$ cat src/rtl/desig_rf_pkg.sv
// Package: shared operation codes for the designator-selected register file.
// Assumes a 4-bit decoded operation field supplied by the instruction decoder.
package desig_rf_pkg;

    typedef enum logic [3:0] {
        RF_NOP    = 4'h0,
        RF_INC    = 4'h1,
        RF_DEC    = 4'h2,
        RF_INCX   = 4'h3,
        RF_DECX   = 4'h4,
        RF_GETLO  = 4'h5,
        RF_GETHI  = 4'h6,
        RF_PUTLO  = 4'h7,
        RF_PUTHI  = 4'h8,
        RF_SETP   = 4'h9,
        RF_SETX   = 4'hA,
        RF_INTENT = 4'hB,
        RF_MARK   = 4'hC,
        RF_RETEN  = 4'hD,
        RF_RETDIS = 4'hE,
        RF_RSVD   = 4'hF
    } rf_op_e;

endpackage

$ cat src/rtl/rf_step.sv
// Module: rf_step
// Adds or subtracts one from a register value, with wrap-around.
// Assumes unsigned values; overflow wraps modulo 2^W.
module rf_step #(
    parameter int W = 16
) (
    input  logic [W-1:0] a_i,
    input  logic         down_i,
    output logic [W-1:0] y_o
);

    // One adder serves both directions: add all-ones to step down.
    always_comb begin
        if (down_i) y_o = a_i + {W{1'b1}};
        else        y_o = a_i + {{(W-1){1'b0}}, 1'b1};
    end

endmodule

$ cat src/rtl/rf_bank.sv
// Module: rf_bank
// Storage for NREG registers: one write port and four combinational read
// ports (program, data, index and write-target views).
// Assumes at most one register is written per cycle.
module rf_bank #(
    parameter int IDX_W = 4,
    parameter int REG_W = 16
) (
    input  logic             clk,
    input  logic             rst_n,
    input  logic             we_i,
    input  logic [IDX_W-1:0] widx_i,
    input  logic [REG_W-1:0] wdata_i,
    input  logic [IDX_W-1:0] pidx_i,
    input  logic [IDX_W-1:0] xidx_i,
    input  logic [IDX_W-1:0] nidx_i,
    output logic [REG_W-1:0] p_rd_o,
    output logic [REG_W-1:0] x_rd_o,
    output logic [REG_W-1:0] n_rd_o,
    output logic [REG_W-1:0] w_rd_o
);

    localparam int NREG = 1 << IDX_W;

    logic [REG_W-1:0] regs [NREG];

    for (genvar g = 0; g < NREG; g++) begin : g_entry
        // Each entry loads wdata_i only when it is the selected write target.
        always_ff @(posedge clk) begin
            if (!rst_n)
                regs[g] <= '0;
            else if (we_i && (widx_i == IDX_W'(g)))
                regs[g] <= wdata_i;
        end
    end

    // Read ports: plain index multiplexers.
    always_comb begin
        p_rd_o = regs[pidx_i];
        x_rd_o = regs[xidx_i];
        n_rd_o = regs[nidx_i];
        w_rd_o = regs[widx_i];
    end

endmodule

$ cat src/rtl/rf_desig.sv
// Module: rf_desig
// Holds the P and X designators, the saved-state byte T and the
// interrupt-enable flag, and applies the op-driven updates to them.
// Assumes the packed byte puts X in the upper half and P in the lower half.
module rf_desig
    import desig_rf_pkg::*;
#(
    parameter int IDX_W  = 4,
    parameter int INT_PC = 1,
    parameter int INT_SP = 2
) (
    input  logic               clk,
    input  logic               rst_n,
    input  rf_op_e             op_i,
    input  logic [IDX_W-1:0]   idx_i,
    input  logic [2*IDX_W-1:0] byte_i,
    output logic [IDX_W-1:0]   p_o,
    output logic [IDX_W-1:0]   x_o,
    output logic [2*IDX_W-1:0] t_o,
    output logic               ie_o
);

    logic [IDX_W-1:0]   p_q, x_q, p_d, x_d;
    logic [2*IDX_W-1:0] t_q, t_d;
    logic               ie_q, ie_d;

    // Next-state selection for the designators, T and the enable flag.
    always_comb begin
        p_d  = p_q;
        x_d  = x_q;
        t_d  = t_q;
        ie_d = ie_q;
        unique case (op_i)
            RF_SETP: p_d = idx_i;
            RF_SETX: x_d = idx_i;
            RF_INTENT: begin
                t_d  = {x_q, p_q};
                p_d  = IDX_W'(INT_PC);
                x_d  = IDX_W'(INT_SP);
                ie_d = 1'b0;
            end
            RF_MARK: begin
                t_d = {x_q, p_q};
                x_d = p_q;
            end
            RF_RETEN: begin
                {x_d, p_d} = byte_i;
                ie_d       = 1'b1;
            end
            RF_RETDIS: begin
                {x_d, p_d} = byte_i;
                ie_d       = 1'b0;
            end
            default: ;
        endcase
    end

    // State registers with synchronous active-low reset.
    always_ff @(posedge clk) begin
        if (!rst_n) begin
            p_q  <= '0;
            x_q  <= '0;
            t_q  <= '0;
            ie_q <= 1'b1;
        end else begin
            p_q  <= p_d;
            x_q  <= x_d;
            t_q  <= t_d;
            ie_q <= ie_d;
        end
    end

    // Drive the held state out.
    always_comb begin
        p_o  = p_q;
        x_o  = x_q;
        t_o  = t_q;
        ie_o = ie_q;
    end

endmodule

$ cat src/rtl/desig_regfile.sv
// Module: desig_regfile (top)
// Sixteen address registers selected through the P and X designators.
// Decodes the op into a single register write (step or byte put) and
// passes designator updates to rf_desig.
// Assumes one operation per cycle; memory and data arithmetic are outside.
module desig_regfile
    import desig_rf_pkg::*;
#(
    parameter int IDX_W   = 4,
    parameter int REG_W   = 16,
    parameter int INT_PC  = 1,
    parameter int INT_SP  = 2,
    parameter int MARK_SP = 2
) (
    input  logic                clk,
    input  logic                rst_n,
    input  logic [3:0]          op_i,
    input  logic [IDX_W-1:0]    idx_i,
    input  logic [REG_W/2-1:0]  byte_i,
    output logic [REG_W-1:0]    rp_o,
    output logic [REG_W-1:0]    rx_o,
    output logic [REG_W-1:0]    rn_o,
    output logic [REG_W/2-1:0]  rd_byte_o,
    output logic [IDX_W-1:0]    p_o,
    output logic [IDX_W-1:0]    x_o,
    output logic [2*IDX_W-1:0]  t_o,
    output logic [2*IDX_W-1:0]  xp_o,
    output logic                ie_o
);

    localparam int BYTE_W = REG_W / 2;

    rf_op_e           op;
    logic             we, step_dn, use_step;
    logic [IDX_W-1:0] widx;
    logic [REG_W-1:0] wdata, w_rd, step_y;

    assign op = rf_op_e'(op_i);

    rf_desig #(.IDX_W(IDX_W), .INT_PC(INT_PC), .INT_SP(INT_SP)) u_desig (
        .clk    (clk),
        .rst_n  (rst_n),
        .op_i   (op),
        .idx_i  (idx_i),
        .byte_i (byte_i),
        .p_o    (p_o),
        .x_o    (x_o),
        .t_o    (t_o),
        .ie_o   (ie_o)
    );

    rf_bank #(.IDX_W(IDX_W), .REG_W(REG_W)) u_bank (
        .clk     (clk),
        .rst_n   (rst_n),
        .we_i    (we),
        .widx_i  (widx),
        .wdata_i (wdata),
        .pidx_i  (p_o),
        .xidx_i  (x_o),
        .nidx_i  (idx_i),
        .p_rd_o  (rp_o),
        .x_rd_o  (rx_o),
        .n_rd_o  (rn_o),
        .w_rd_o  (w_rd)
    );

    rf_step #(.W(REG_W)) u_step (
        .a_i    (w_rd),
        .down_i (step_dn),
        .y_o    (step_y)
    );

    // Pick the write target, step direction and write source for the op.
    always_comb begin
        we       = 1'b0;
        widx     = idx_i;
        step_dn  = 1'b0;
        use_step = 1'b1;
        unique case (op)
            RF_INC:  we = 1'b1;
            RF_DEC: begin
                we      = 1'b1;
                step_dn = 1'b1;
            end
            RF_INCX, RF_RETEN, RF_RETDIS: begin
                we   = 1'b1;
                widx = x_o;
            end
            RF_DECX: begin
                we      = 1'b1;
                widx    = x_o;
                step_dn = 1'b1;
            end
            RF_MARK: begin
                we      = 1'b1;
                widx    = IDX_W'(MARK_SP);
                step_dn = 1'b1;
            end
            RF_PUTLO, RF_PUTHI: begin
                we       = 1'b1;
                use_step = 1'b0;
            end
            default: ;
        endcase
    end

    // Write data: a stepped value, or the index register with one byte replaced.
    always_comb begin
        if (use_step)
            wdata = step_y;
        else if (op == RF_PUTHI)
            wdata = {byte_i, rn_o[BYTE_W-1:0]};
        else
            wdata = {rn_o[REG_W-1:BYTE_W], byte_i};
    end

    // Byte read port and the packed designator byte.
    always_comb begin
        rd_byte_o = (op == RF_GETHI) ? rn_o[REG_W-1:BYTE_W] : rn_o[BYTE_W-1:0];
        xp_o      = {x_o, p_o};
    end

endmodule

$ cat config.mk
export PLATFORM = sky130hd
export DESIGN_NAME = desig_regfile
export DESIGN_NICKNAME = d
export VERILOG_FILES = /design/src/rtl/desig_rf_pkg.sv /design/src/rtl/rf_step.sv /design/src/rtl/rf_bank.sv /design/src/rtl/rf_desig.sv /design/src/rtl/desig_regfile.sv
export SDC_FILE = /design/constraint.sdc
export NUM_CORES = 1
export LEC_CHECK = 0
export BUFFER_PORTS_ARGS = -buffer_cell sky130_fd_sc_hd__buf_2
export CORE_MARGIN = 4
export CORE_UTILIZATION = 45
export DETAILED_ROUTE_END_ITERATION = 10
export MAX_ROUTING_LAYER = met4
export SLEW_MARGIN = 5
export SYNTH_ARGS = -nofsm -noshare
export SYNTH_HDL_FRONTEND = slang
export SYNTH_SLANG_ARGS = --single-unit
$ cat constraint.sdc
create_clock -name clk -period 8.3 [get_ports clk]
set_clock_uncertainty 0.05 [all_clocks]
set_input_delay 0.83 -clock clk [delete_from_list [all_inputs] [get_ports clk]]
set_output_delay 0.83 -clock clk [all_outputs]
set_load 0.1 [all_outputs]
# Word-level counts from Yosys, hierarchy flattened
# Memories as Yosys holds them, arrays and structs flattened. A register that Yosys moved wholly into a read port is not among the register bits.
# Cells that the tools add are included.
# word_totals
ff_bits,17
mem_bits_rw,256
inputBits,18
output_inout_bits,81
elab_cells,157
mem_count,1
# mem_list
memory,words,width,rd,rd_clocked_by_memory_dff,write_ports,line_no,rtl
u_bank.regs,16,16,4,2,16,rf_bank.sv:25,logic [REG_W-1:0] regs [NREG];
# classes
add_sub_neg,2
n_eq_ne,28
n_mux,79
bitwise_logic,16
reduce_logical,27
# op_table
cell,n
16-bit two-way mux,19
4-bit == test (second input constant),15
1-bit two-way mux,51
4-bit by 3-bit == test with 1-bit output (second input constant),7
16-bit by 1-bit adder with 16-bit output (second input constant),1
16-bit adder (second input constant),1
4-bit by 2-bit == test with 1-bit output (second input constant),4
1-bit logical AND,16
4-bit two-way mux,4
1-bit OR,16
4-bit one-hot mux with 4 select lines,1
4-bit one-hot mux with 3 select lines,1
9-bit OR reduction,1
4-bit by 1-bit == test with 1-bit output (second input constant),2
8-bit two-way mux,1
4-bit one-hot mux with 2 select lines,1
2-bit OR reduction,4
4-bit logical NOT,1
4-bit nonzero test,1
4-bit OR reduction,1
3-bit nonzero test,1
3-bit OR reduction,1
1-bit one-hot mux with 2 select lines,1
2-bit nonzero test,1

# Logic depth before layout (Yosys ltp)
# Gate-level depths: netlist of run 1.
# depth
word_depth,9
ltp_mapped,26
ltp_nobuf,21

# By module
# Synthesis of run 1 repeated with hierarchy kept, for this count alone.
# hier_totals
cells_unflattened,1444
hier_area_um2,20086.8
# by_module_without_submodules
mod,instances,cells_each,area_per_inst_um2,seq_area_each_um2
rf_bank,1,1142,17489.3,7687.4
rf_desig,1,114,1021.0,340.3
desig_regfile,1,90,838.3,0.0
rf_step,1,98,738.2,0.0

# Worst setup path before layout of run 1
# No wires, ideal clock.
# synth_path
path_kind,input-to-reg
start,input op_i[1]
end,memory u_bank.regs[0][14] (data pin)
setup_ns,0.266
t_arrival_ns,5.648
required_ns,7.984
setup_slack_ns,2.336
path_stages,25
n_path_buf,6
path_cell_list,buf_2 > or2_1 > clkbuf_1 > a311o_1 > o21ai_2 > buf_2 > clkbuf_1 > clkbuf_1 > nand2_1 > nand3_1 > nand2_1 > o211ai_1 > o21a_1 > ha_1 > nor2b_1 > o21ai_0 > a21boi_0 > o21ai_0 > nand2b_1 > a31oi_1 > o21ai_0 > o21a_1 > a211oi_1 > clkbuf_1 > nor2_1
# synth_rtl
element,line_no,rtl
from (decl),desig_regfile.sv:17,"input logic [3:0] op_i,"
to (decl),rf_bank.sv:25,

==> reports/qor.yml, run 1 <==
cts:
  cts-root-buf: "clkbuf_16"
  clock_sinks: 281
  htree_levels: 1
  ctsResizeCount: 0
  cts_hold_buffers: 0
  post_cts_buffers: 0
  cts_buffers: 31
  tritoncts: "yes"
  clk_latency_ps: 600
  cts_buffer_depth: 3
  clk_pin_slew_worst_paths_ps: 60
global_routing:
  grt_pass1_vias: 15800
  grt_pass1_wl_mm: 110
  grt_antenna_before_repair: 2
  grt_usage_pct: 32.6
  gr-total-overflow: 0
  grt_max_degree: 65
routing:
  drt_wl_total_mm: 76.5
  drtAntennaViolNets: 0
  first_iter_violations: 3109
  first_pass_iters: 6
  viasPerCell: 6.98
  wire_per_inst_um: 32.0
  vias: 16700
  drc: 0
cells_and_area:
  syn2layout_area_growth_pct: 11.1
  fill_cells: 3712
  nets: 1820
  drive_gt1_share_pct: 27.8
  layout.cells.non_filler: 2393
sta:
  hold_viol_final: 0
  slew_headroom_pct: 17.2
  tightestPinTransition_ps: 1240
  layout_min_cycle_time_ps: 6690
  rsz0062_at_grt: "false"
  max_freq_mhz: 149
  slew_viol_final: 0
  tns_ps: 0
  min_period_over_period_pct: 80.6
  setup_viol: 0
floorplanning:
  fp.dieW_um: 218
  ioPinCount: 99
  die_area_um2: 47500
  die_h_um: 218
  rows: 76
  core_area_um2: 43300
  initial_core_util_pct: 45.8
power_and_ir_drop:
  ir_drop_v: 0.000140
  power_uw: 4840
  power_density_nw_per_um2: 220
  power.leakage_uw: 0.00796
synth:
  synth.distinct_cells: 70
  syn-cell-area_um2: 19800
  async_reset_ff_share_pct: 0
  synth_warnings: 0
  synth_seq_cells: 281
  syn_nets: 1801
  synthFlopType: "edfxtp_1"
  synth_cells: 1768
  synth.avg_cell_area_um2: 11.2
  ys_seq_area_share_pct: 41.3
  synth_edf_count: 256
setup_path:
  cp_max_fo: 50
  arrival_ps: 6950
  critPathRequiredTime_ps: 8560
  startpoint_type: "primary input"
  r2r_slack_ps: 2150
  cp-end-kind: "flip-flop"
  worstSetupPathType: "in -> reg"
placed_design:
  port-buffer-count: 98
  gp_congestion: 0.975
  dp_cells: 2339
  dp_hpwl_mm: 48.3
run:
  drv_cap: 0
status:
  run_status: "complete, no violations"
min_path:
  hold_path.class: "reg -> reg"
==> metal layers <==
metal | share of wire, % | global-route usage, % | wire [um]
met5 | 0 | - | 0
met4 | 5.8 | 15.8 | 4410
met3 | 14 | 6.92 | 10400
met2 | 45 | 47.6 | 34100
met1 | 36 | 43.9 | 27600
==> Yosys cell counts (8+ instances only) <==
| cell | instances | area, um2 |
|---|---|---|
| mux4_2 | 240 | 5410 |
| dfxtp_1 | 25 | 500 |
| mux2i_1 | 22 | 220 |
| o211ai_1 | 28 | 210 |
| mux2_2 | 11 | 124 |
| o21ai_0 | 57 | 285 |
| buf_1 | 46 | 173 |
| inv_1 | 16 | 60.1 |
| nor2_1 | 275 | 1030 |
| a21o_1 | 10 | 75.1 |
| a22oi_1 | 11 | 82.6 |
| buf_4 | 8 | 60.1 |
| nand3_1 | 160 | 801 |
| buf_2 | 13 | 65.1 |
| o2111ai_1 | 8 | 70.1 |
| nand2_1 | 282 | 1060 |
| clkbuf_1 | 103 | 387 |
| nor2b_1 | 16 | 100 |
| a21oi_1 | 32 | 160 |
| xnor2_1 | 9 | 78.8 |
| ha_1 | 14 | 175 |
| edfxtp_1 | 256 | 7690 |
| nand4_1 | 12 | 75.1 |
| o21a_1 | 16 | 120 |
==> sequential cells by signal, summed over array words and instances, names as in the netlist, named ones only <==
name / cells
u_desig.ie_o: 1
u_desig.x_o: 4
u_bank.regs: 256
u_desig.t_o: 8
u_desig.p_o: 4
==> worst paths after layout <==
kind | from | end | cells past startpoint
worst min register to register | u_desig.ie_o | u_desig.ie_o | 2
worst min-delay path | u_desig.ie_o | u_desig.ie_o | 2
worst max-delay path | op_i[3] | u_bank.regs[8][14] | 20
worst max register to register | u_desig.x_o[0] | u_bank.regs[8][14] | 19
==> report_power, final <==
part           switching (uW)  leakage (uW)  internal [uW]
Combinational            1190       0.00462            484
Sequential                103       0.00285           1630
Clock                     601      0.000485            830
==> layout by cell type, fill, tap and decap left out, types with 6 or more instances in the layout <==
| master | n |
|---|---|
| o211ai_1 | 28 |
| nand3_1 | 157 |
| o21a_1 | 14 |
| xnor2_1 | 9 |
| o2111ai_1 | 8 |
| o21ai_0 | 41 |
| nor2b_1 | 16 |
| mux2i_1 | 22 |
| a22oi_1 | 11 |
| mux2_2 | 11 |
| o21ai_2 | 12 |
| edfxtp_1 | 256 |
| dfxtp_1 | 18 |
| buf_2 | 97 |
| a21o_1 | 10 |
| ha_1 | 14 |
| a22o_1 | 7 |
| nand4_1 | 12 |
| nor2_1 | 274 |
| clkbuf_16 | 31 |
| nand2_1 | 282 |
| a21oi_1 | 31 |
| mux4_2 | 240 |
| o21ai_4 | 6 |
| buf_4 | 59 |
| inv_1 | 16 |
==> cell families (layout without fill, tap and decap cells) <==
kind of cell    after synthesis  after routing  share of synthesized area [%]
compound gates              220            220                           7.61
fa+ha+maj                    15             15                          0.985
flops                       281            281                           41.3
xor+xnor                     10             10                          0.442
other cells                   0              3                              0
buf+inv                     189            226                           3.89
simple gates                780            780                           16.8
mux                         273            273                           29.0
==> worst max-delay path, stage by stage <==
cell	delay [ps]
buf_2	400
clkinv_1	370
a311o_1	530
o21ai_4	530
buf_4	630
nand2_1	130
nand3_1	110
nand2_1	60
o211ai_1	220
o21a_1	250
ha_1	230
o21ai_0	120
a21boi_0	280
o21ai_0	140
nand2b_1	120
a31oi_1	160
o21ai_0	490
o21ai_0	220
a211oi_2	950
nor2_1	120
==> stage by stage <==
stage / worst slack (ps) / util (%) / hold WS, ps / instance area (um2)
CTS: 1790 / 50.9 / 455 / 22000
global placement: 1440 / 48.6 / 429 / 21000
floorplan: 2340 / - / 858 / 19800
finish: 1610 / 50.9 / 455 / 22000
global route: 1210 / 50.9 / 499 / 22000
detailed placement: 1200 / 48.6 / 447 / 21000
==> final cells by class <==
class,count,area [um2],share of cell area [%]
Clock inverter,15,205,0.932
Clock buffer,36,795,3.61
Multi-Input combinational cell,1298,11100,50.2
Antenna cell,3,7.51,0.0341
Tap cell,585,732,3.32
Inverter,17,63.8,0.290
Sequential cell,281,8200,37.2
Timing Repair Buffer,158,968,4.40
(Power assumes the default switching activity.)
==> run 2, diff against run 1 <==
- clock period: 8.3 -> 7 ns (I/O delays scaled with it)
==> run 2 against run 1 <==
Worst hold slack better by 12 ps. Total power grew 18%. Largest cell class unchanged. Routed wire length is 0.61% lower. Global-route usage is essentially flat. Non-clock buffer count rose by 12. Critical path depth is 1 higher. Via count decreased by 0.44%.
==> reports/qor.yml, run 2 (synthesis gave the netlist of run 1 again) <==
cells_and_area:
  drive_gt1_share_pct: 28.0  # was 27.8%
  nets: 1831  # was 1820
  layout_common_cells: "282 x nand2_1, 274 x nor2_1, 256 x edfxtp_1"  # unchanged
  regMostFlops: "u_bank.regs"  # unchanged
  largest_reg_flops: 256  # unchanged
  layout.cells.non_filler: 2407  # was 2393
  fill_cells: 3805  # was 3712
  syn2layout_area_growth_pct: 11.5  # was 11.1%
  final_common_cell: "nand2_1"  # unchanged
  antenna_cells: 0  # was 3
routing:
  drtAntennaViolNets: 0  # unchanged
  first_pass_iters: 6  # unchanged
  first_iter_violations: 2894  # was 3109
  drt_wl_total_mm: 76.0  # was 76.5 mm
  vias: 16600  # was 16700
  wire_per_inst_um: 31.6  # was 32.0 um
  viasPerCell: 6.90  # was 6.98
  drc: 0  # unchanged
floorplanning:
  rows: 76  # unchanged
  ioPinCount: 99  # unchanged
  die_area_um2: 47500  # unchanged
  initial_core_util_pct: 45.8  # unchanged
  die_h_um: 218  # unchanged
  core_area_um2: 43300  # unchanged
  fp.dieW_um: 218  # unchanged
setup_path:
  crit_family: "compound AO/OA/AOI/OAI gates"  # unchanged
  slowest_stage: "o21ai_4"  # was a211oi_2
  arrival_ps: 6280  # was 6950 ps
  startpoint_type: "primary input"  # unchanged
  cp-end-kind: "flip-flop"  # unchanged
  critPathRequiredTime_ps: 7260  # was 8560 ps
  cp_num_buf_inv: 4  # was 3
  critPathLaunch: "op_i[2]"  # was op_i[3]
  crit_top_cell: "o21ai_0"  # unchanged
  cp_max_fo: 25  # was 50
  crit_chain: "buf_2 -> inv_1 -> a221o_1 -> o21ai_4 -> buf_4 -> nand3_1 -> nand2_1 -> o211ai_1 -> o21a_1 -> ha_1 -> nor2b_1 -> o21ai_0 -> a21boi_0 -> o21ai_0 -> nand2b_1 -> a31oi_1 -> o21ai_0 -> o21ai_0 -> a211oi_2 -> buf_4 -> nor2_1"  # was buf_2 -> clkinv_1 -> a311o_1 -> o21ai_4 -> buf_4 -> nand2_1 -> nand3_1 -> nand2_1 -> o211ai_1 -> o21a_1 -> ha_1 -> o21ai_0 -> a21boi_0 -> o21ai_0 -> nand2b_1 -> a31oi_1 -> o21ai_0 -> o21ai_0 -> a211oi_2 -> nor2_1
  slowest_delay_ps: 700  # was 950 ps
  worstSetupPathType: "in -> reg"  # unchanged
  reg2reg_from: "u_desig.x_o[1]"  # was u_desig.x_o[0]
sta:
  slew_headroom_pct: 11.4  # was 17.2%
  layout_min_cycle_time_ps: 6030
  hold_viol_final: 0  # unchanged
  tns_ps: 0  # unchanged
  tightestPinTransition_ps: 1310  # was 1240 ps
  min_period_over_period_pct: 86.1
  slew_viol_final: 0  # unchanged
  max_freq_mhz: 166
  hold_ws_ps: 467  # was 455 ps
  setup_viol: 0  # unchanged
  rsz0062_at_grt: "false"  # unchanged
cts:
  cts-root-buf: "clkbuf_16"  # unchanged
  tritoncts: "yes"  # unchanged
  cts_hold_buffers: 0  # unchanged
  clock_sinks: 281  # unchanged
  clk_latency_ps: 600  # about the same
  clk_pin_slew_worst_paths_ps: 60  # about the same
  htree_levels: 1  # unchanged
  cts_buffer_depth: 3  # unchanged
  post_cts_buffers: 0  # unchanged
  ctsResizeCount: 0  # unchanged
  cts_buffers: 30  # was 31
global_routing:
  grt_max_degree: 79  # was 65
  grt.busiest_layer: "met2"  # unchanged
  met1_usage_pct: 42.9  # was 43.9%
  grt_usage_pct: 32.7  # was 32.6%
  grtUsageMet3_pct: 7.68  # was 6.92%
  grt_antenna_before_repair: 0  # was 2
  grt_pass1_wl_mm: 110  # about the same
  grt_pass1_vias: 16000  # was 15800
  grtUsageMet2_pct: 49.1  # was 47.6%
  gr-total-overflow: 0  # unchanged
min_path:
  hold_path_startpoint: "u_desig.t_o[2]"  # was u_desig.ie_o
  hold_path.class: "reg -> reg"  # unchanged
placed_design:
  port-buffer-count: 98  # unchanged
  gp_congestion: 0.965  # was 0.975
  dp_cells: 2351  # was 2339
  dp_hpwl_mm: 48.3  # about the same
status:
  run_status: "complete, no violations"  # unchanged
power_and_ir_drop:
  ir_drop_v: 0.000199  # was 0.000140 V
  power_density_nw_per_um2: 259  # was 220 nW/um2
  power.leakage_uw: 0.00801  # was 0.00796 uW
run:
  drv_cap: 0  # unchanged
run 2: worst paths after layout:
path                            depth (start not counted)                   to  slack [ps]
worst max register to register                         19  u_bank.regs[12][14]        1270
worst min register to register                          2       u_desig.t_o[2]         470
worst max-delay path                                   21  u_bank.regs[12][14]         970
worst min-delay path                                    2       u_desig.t_o[2]         470
run 2: final cells by class:
cell class	count	area, um2	share of cell area [%]
flip-flops and latches	281	8200	37.1
inverters	17	63.8	0.289
multi-input cells	1298	11000	49.9
clock buffers	32	758	3.43
repair buffers	170	1060	4.79
clock inverters	24	249	1.13
well taps	585	732	3.31
run 2: metrics by stage:
stage	util, %	total power [uW]	setup slack (ps)	area (um2)
finish	51.1	5720	973	22100
floorplan	-	3470	1140	19800
CTS	51.1	5700	1250	22100
detailed placement	48.7	4050	659	21100
global placement	48.7	4040	608	21100
global route	51.1	5900	693	22100
run 2: routing by layer:
layer	vias up	wire, um
met1	8211	27500
met4	0	4120
met5	-	0
met2	1331	34100
met3	253	10300
li1	6824	-
run 2: where the power goes:
part | leakage [uW] | switching, uW | internal (uW)
registers | 0.00285 | 135 | 1930
logic | 0.00468 | 1410 | 591
clock network | 0.000481 | 700 | 962
total | 0.00801 | 2240 | 3480
run 2: worst min-delay path, stage by stage, from the launching register on:
cell and delay (ps):
dfxtp_1 320, mux2i_1 70, nor2b_1 90
